[src/rtl/pwrkey_pkg.sv]
package pwrkey_pkg;
  typedef struct packed {
    logic armTmr;
    logic cancelTmr;
    logic setForce;
    logic clrForce;
    logic onPulse;
  } pwrkey_stb_t;
endpackage

[src/rtl/pwrkey_dp.sv]
module pwrkey_dp
  import pwrkey_pkg::*;
#(
  parameter int HOLD_MS = 10000
) (
  input  logic        clk,
  input  logic        rstN,
  input  logic        msTick,
  input  pwrkey_stb_t stb,
  output logic        tmrExpire,
  output logic        tmrArmed,
  output logic        forceShutdown,
  output logic        powerOnReq
);
  localparam int CNT_W = $clog2(HOLD_MS + 1);
  localparam logic [CNT_W-1:0] LAST_CNT = CNT_W'(HOLD_MS - 1);

  logic [CNT_W-1:0] holdCnt;
  logic             armedQ;
  logic             forceQ;
  logic             onQ;

  assign tmrExpire     = armedQ && msTick && (holdCnt == LAST_CNT);
  assign tmrArmed      = armedQ;
  assign forceShutdown = forceQ;
  assign powerOnReq    = onQ;

  // hold timer: cancel beats arm, arm restarts the count
  always_ff @(posedge clk) begin
    if (!rstN) begin
      armedQ  <= 1'b0;
      holdCnt <= '0;
    end else if (stb.cancelTmr) begin
      armedQ  <= 1'b0;
      holdCnt <= '0;
    end else if (stb.armTmr) begin
      armedQ  <= 1'b1;
      holdCnt <= '0;
    end else if (armedQ && msTick) begin
      holdCnt <= holdCnt + 1'b1;
    end
  end

  // request registers: a new set outranks the acknowledge
  always_ff @(posedge clk) begin
    if (!rstN) begin
      forceQ <= 1'b0;
      onQ    <= 1'b0;
    end else begin
      onQ <= stb.onPulse;
      if (stb.setForce)      forceQ <= 1'b1;
      else if (stb.clrForce) forceQ <= 1'b0;
    end
  end

  p_count_bound_r5: assert property (@(posedge clk) disable iff (!rstN)
    armedQ |-> (holdCnt <= LAST_CNT));

  p_force_sticky_r8: assert property (@(posedge clk) disable iff (!rstN)
    (forceQ && !stb.clrForce) |=> forceQ);

  p_idle_count_r6: assert property (@(posedge clk) disable iff (!rstN)
    !armedQ |-> (holdCnt == '0));
endmodule

[src/rtl/pwrkey_ctrl.sv]
module pwrkey_ctrl
  import pwrkey_pkg::*;
(
  input  logic        clk,
  input  logic        rstN,
  input  logic        btnLevel,
  input  logic        lidOpen,
  input  logic        anyOff,
  input  logic        suspendDone,
  input  logic        offAck,
  input  logic        tmrExpire,
  input  logic        tmrArmed,
  input  logic        forceShutdown,
  output pwrkey_stb_t stb
);
  logic btnQ;
  logic lidQ;
  logic pressEdge;
  logic lidEdge;
  logic suspendHeld;

  always_ff @(posedge clk) begin
    if (!rstN) begin
      btnQ <= 1'b0;
      lidQ <= 1'b0;
    end else begin
      btnQ <= btnLevel;
      lidQ <= lidOpen;
    end
  end

  assign pressEdge   = btnLevel && !btnQ;
  assign lidEdge     = lidOpen && !lidQ;
  assign suspendHeld = suspendDone && btnLevel;

  always_comb begin
    stb           = '0;
    stb.onPulse   = (pressEdge || lidEdge) && anyOff;
    stb.armTmr    = pressEdge;
    stb.setForce  = (tmrExpire && btnLevel) || suspendHeld;
    stb.cancelTmr = !btnLevel || suspendHeld || tmrExpire;
    stb.clrForce  = offAck;
  end

  p_release_cancels_r6: assert property (@(posedge clk) disable iff (!rstN)
    !btnLevel |=> !tmrArmed);

  p_suspend_forces_r7: assert property (@(posedge clk) disable iff (!rstN)
    suspendHeld |=> (forceShutdown && !tmrArmed));

  p_no_repeat_r3: assert property (@(posedge clk) disable iff (!rstN)
    (btnQ && !lidEdge) |-> !stb.onPulse);
endmodule

[src/rtl/pwrkey_hold_top.sv]
module pwrkey_hold_top
  import pwrkey_pkg::*;
#(
  parameter int HOLD_MS = 10000
) (
  input  logic clk,
  input  logic rstN,
  input  logic msTick,
  input  logic btnLevel,
  input  logic lidOpen,
  input  logic anyOff,
  input  logic suspendDone,
  input  logic offAck,
  output logic powerOnReq,
  output logic forceShutdown
);
  pwrkey_stb_t stb;
  logic        tmrExpire;
  logic        tmrArmed;

  pwrkey_ctrl ctrl_i (
    .clk(clk), .rstN(rstN), .btnLevel(btnLevel), .lidOpen(lidOpen),
    .anyOff(anyOff), .suspendDone(suspendDone), .offAck(offAck),
    .tmrExpire(tmrExpire), .tmrArmed(tmrArmed),
    .forceShutdown(forceShutdown), .stb(stb)
  );

  pwrkey_dp #(.HOLD_MS(HOLD_MS)) dp_i (
    .clk(clk), .rstN(rstN), .msTick(msTick), .stb(stb),
    .tmrExpire(tmrExpire), .tmrArmed(tmrArmed),
    .forceShutdown(forceShutdown), .powerOnReq(powerOnReq)
  );
endmodule

[config.mk]
export PLATFORM = sky130hd
export DESIGN_NAME = pwrkey_hold_top
export DESIGN_NICKNAME = d
export VERILOG_FILES = /design/src/rtl/pwrkey_pkg.sv /design/src/rtl/pwrkey_dp.sv /design/src/rtl/pwrkey_ctrl.sv /design/src/rtl/pwrkey_hold_top.sv
export SDC_FILE = /design/constraint.sdc
export NUM_CORES = 1
export LEC_CHECK = 0
export ABC_AREA = 1
export CORE_MARGIN = 4
export CORE_UTILIZATION = 34
export CTS_CLUSTER_DIAMETER = 50
export DETAILED_ROUTE_END_ITERATION = 10
export PLACE_DENSITY = 0.54
export REMOVE_ABC_BUFFERS = 1
export SYNTH_ARGS = -nofsm -noshare
export SYNTH_HDL_FRONTEND = slang
export SYNTH_SLANG_ARGS = --single-unit
export TNS_END_PERCENT = 50
[constraint.sdc]
create_clock -name clk -period 3.45 [get_ports clk]
set_input_delay 1.035 -clock clk [delete_from_list [all_inputs] [get_ports clk]]
set_output_delay 1.035 -clock clk [all_outputs]
set_load 0.03 [all_outputs]
After elaboration in Yosys (flattened, before gate mapping) --
Cells that the tools add are included.
Storage, ports and cells: register bits 19, latch bits 0, memory bits (writable) 0, bits in read-only memories 0, input bits 8, word-level logic and storage cells 28, memories kept 0
Cells by class: add/subtract/negate cells 1, multiply operators 0, divide/modulo/power cells 0, order comparisons 0, equal/unequal tests 1, shift-type cells 0, mux-type cells 2, bitwise gates (word level) 1, reductions and logical operators 17
Operators by type and width (number):
- $add 14x1->14 const B | 1
- $eq 14x14->1 const B | 1
- $logic_and 1x1->1 | 7
- $logic_or 1x1->1 | 4
- $logic_not 1->1 | 3
- $reduce_or 3->1 | 1
- $mux 1 | 2
- $reduce_bool 2->1 | 1
- $reduce_or 2->1 | 1
- $not 1->1 | 1

Logic depth before layout (Yosys ltp) --
depth after elaboration 5, gate-level depth with buffers 8, gate-level depth less buffers 8

By module --
A second synthesis with hierarchy kept.
Second synthesis, totals: cell total of the unflattened synthesis 145, area total of the unflattened synthesis 948.4 µm²
By module, submodules not included:
- pwrkey_dp | times used 1, cells an instance 126, area an instance 829.5 µm², sequential area each 340.3 µm²
- pwrkey_ctrl | times used 1, cells an instance 19, area an instance 118.9 µm², sequential area each 40.0 µm²

Worst setup path before layout --
Ideal clock, no wire load.
path type input port to flip-flop, from input port btnLevel, to register dp_i.holdCnt[0], setup time 66 ps, arrival 1650 ps, data required time 3384 ps, setup slack 1734 ps, cell stages on the path 6, path buffers 1, cell sequence inv_1 nor2_1 nor2_1 nand3_4 buf_12 a21oi_2
Between the ends: cells in the longest elaborated chain, start to end 4
RTL lines:
- start, declared | line pwrkey_hold_top.sv:9 | input logic btnLevel,
- $logic_not 1->1 or $logic_and 1x1->1 (tied branches) | line pwrkey_ctrl.sv:41, pwrkey_ctrl.sv:34
- $logic_or 1x1->1 (2 in series) | line pwrkey_ctrl.sv:41 | stb.cancelTmr = !btnLevel || suspendHeld || tmrExpire;
- $reduce_or 3->1 (no line) (*)
- end signal, assigned | line pwrkey_dp.sv:40 | holdCnt <= holdCnt + 1'b1;
- end, declared | line pwrkey_dp.sv:18 | logic [CNT_W-1:0] holdCnt;
Every way passes the cells marked *; elsewhere a longest branch is shown, timed or not. A chain may end at the register's enable or synchronous reset.

Worst setup path after layout --
from register dp_i.forceQ, in the netlist dp_i.forceShutdown, to output port forceShutdown
RTL lines:
- start, declared | line pwrkey_dp.sv:20 | logic forceQ;
- start signal, assigned | line pwrkey_dp.sv:47 | forceQ <= 1'b0;
- start signal, assigned | line pwrkey_dp.sv:51 | if (stb.setForce) forceQ <= 1'b1;
- start signal, assigned | line pwrkey_dp.sv:52 | else if (stb.clrForce) forceQ <= 1'b0;
- end, declared | line pwrkey_hold_top.sv:15 | output logic forceShutdown
No word-level cell between the ends.

==> metrics.txt <==
outcome completed; largest net degree at the start of global routing 15; row count 19; hold path start dp_i.forceShutdown; grt total ovfl 0; Hold Path End dp_i.forceShutdown; most frequent cell after synthesis nand2_1; reg2reg setup slack about 2.1 ns; DR vias about 850; first-pass GRT wire length 3.48 mm; Diodes inserted 0; worst min path class reg -> reg; synth warn 0; Power Density a little over 300 mW/mm2; layout cell share with drive strength beyond 1 0.201; VDD IR-drop max 0.154 mV; post-synthesis cell type count 25; CTS Sinks 19; GRT Total Usage 0.108; critical path, cell by cell clkdlybuf4s50_1; placed cells 176; R2R Path End dp_i.holdCnt[10]; register area share after synthesis 0.367; Total Die Area about 0.004 mm2; crit path launch type flop; Die Span X between 60 and 70 um; Initial Util 0.366; max_cap viols 0; Routed WL per cell 10.2 um; critical path's top delay family buffers and inverters; worst skew pair latency around 0.29 ns; cells after synthesis about 140; hold path depth 2; synthesized area per cell 7.56 um2; final clock period utilization by the worst path 0.685; core area 0.00283 mm2; CTS root buf clkbuf_4; PortBufs 9; WP data required roughly 2.4 ns; Synth Flop Type dfxtp_1; Top Ports 10; final number of max-transition violations 0; Synth Register Bits 19; area leader, netlist dfxtp_1; clock-pin slew on the worst setup and hold paths approximately 0.11 ns; Num CTS Buffers 3; PostCTS Resize Cnt 0; CTS tree yes; cts hold-fix bufs 0; Layout Nets 159; leading post-synthesis cells by cell area dfxtp_1, nand2_1, inv_1; top cell type's share of synthesized area 0.367; Worst R2R Start dp_i.holdCnt[0]; P_leak 0.000406 uW; maximum fanout along the worst path 2; routability-driven placement congestion ratio 0.739; DR pass1 iterations 4; Total Neg Setup Slack 0 ns; final wirelength roughly 1.8 mm; Worst Path Arrival approximately 1.3 ns; CP Capture Type output pin; worst-case clock buffer depth 2; cell with the largest stage delay on the worst path clkdlybuf4s50_1; synthesized area slightly above 0.001 mm2; Vert. Die Dim about 63 um; FF-to-FF path depth 6; clk_skew between 0.007 and 0.008 ns; Finished Layout Cells 180; Worst-Margin Slew 0.319 ns; Post-synth EDFFs 0; setup repair bufs after CTS 0; critical path's largest stage delay between 0.6 and 0.7 ns; 1st-iter DRT viols 5; final hold viol count 0; RSZ-0062 raised after global routing false; vias per std cell roughly 4.7; DP HPWL 1.50 mm; initial antenna violation count 0; area grow syn2layout 13.0%; maximum clock frequency 423 MHz; Slew HR 0.787; Final min period 2.36 ns; H-Tree Depth 1; Post-synth top cells nand2_1, dfxtp_1, inv_1, nor2_1; Async SR Flop Fraction 0; Setup violations, final 0; Post-DRT Antenna Nets 0; vias in the first global route about 870; kind of critical path reg -> out; residual DRC count 0; Crit path buffers/inverters 1
==> layer usage <==
metal / track usage / wire (um) / vias up
li1: - / - / 452
met4: 0.0566 / 17 / 0
met3: 0.0195 / 68 / 2
met1: 0.119 / 823 / 379
met2: 0.195 / 930 / 12
met5: 0 / 0 / -
==> power breakdown <==
part	total, uW	internal [uW]	switching, uW
clock network	110	44.9	64.9
registers	223	222	1.15
logic	25.5	12.4	13.1
total	359	279	79.1
==> cells by family after synthesis <==
family                   after synthesis  synth area share
AND/OR/NAND/NOR                       79             0.414
buffers and inverters                 21            0.0918
flip-flops                            19             0.367
AO/OA/AOI/OAI                         12            0.0725
XOR/XNOR                               5            0.0423
adder cells (fa/ha/maj)                1            0.0121
==> registers in the layout, indices dropped and copies added (netlist names) <==
register            count
dp_i.forceShutdown      1
ctrl_i.lidQ             1
dp_i.holdCnt           14
dp_i.powerOnReq         1
dp_i.tmrArmed           1
ctrl_i.btnQ             1
==> worst max path at each step <==
| stage | start | endpoint | slack (ns) | cells past startpoint |
|---|---|---|---|---|
| floorplan | msTick | dp_i.holdCnt[11] | 1.73 | 7 |
| global placement | msTick | dp_i.holdCnt[11] | 1.10 | 8 |
| detailed placement | rstN | dp_i.holdCnt[10] | 1.07 | 5 |
| CTS | dp_i.forceShutdown | forceShutdown | 1.06 | 1 |
| global route | dp_i.forceShutdown | forceShutdown | 1.03 | 1 |
| finish | dp_i.forceShutdown | forceShutdown | 1.09 | 1 |
==> cell usage in the layout, fill, tap and decap left out <==
cell and n:
nand2_2 3, nand3_1 9, nor2_1 15, xor2_1 4, dfxtp_1 19, or2_2 1
or2_1 1, nand2_1 26, inv_1 19, a21oi_1 4, a21oi_2 4, clkbuf_1 1
nand3_2 2, clkdlybuf4s50_1 9, nor3_2 1, inv_2 1, nor2_4 4, xnor2_1 1
ha_1 1, nand3_4 1, nor2_2 9, o21ai_0 4, clkbuf_4 3, nor3_1 1
nand2_4 1, nand3b_1 2, nand4_1 3
==> cell type report <==
cell class / count / area (um2)
Tap cell: 31 / 38.8
Inverter: 20 / 75.1
Clock buffer: 4 / 26.3
Multi-Input combinational cell: 97 / 561
Sequential cell: 19 / 380
Fill cell: 294 / 1660
Timing Repair Buffer: 9 / 90.1
==> per-stage QoR <==
step	cell area (um2)	hold WS, ns	utilization	total power [uW]	worst slack (ns)
floorplan	1020	0.467	-	240	1.73
global placement	1140	0.480	0.405	254	1.10
detailed placement	1140	0.479	0.405	254	1.07
CTS	1170	0.503	0.414	369	1.06
global route	1170	0.524	0.414	384	1.03
finish	1170	0.494	0.414	359	1.09
Power figures use the tool's default switching activity.
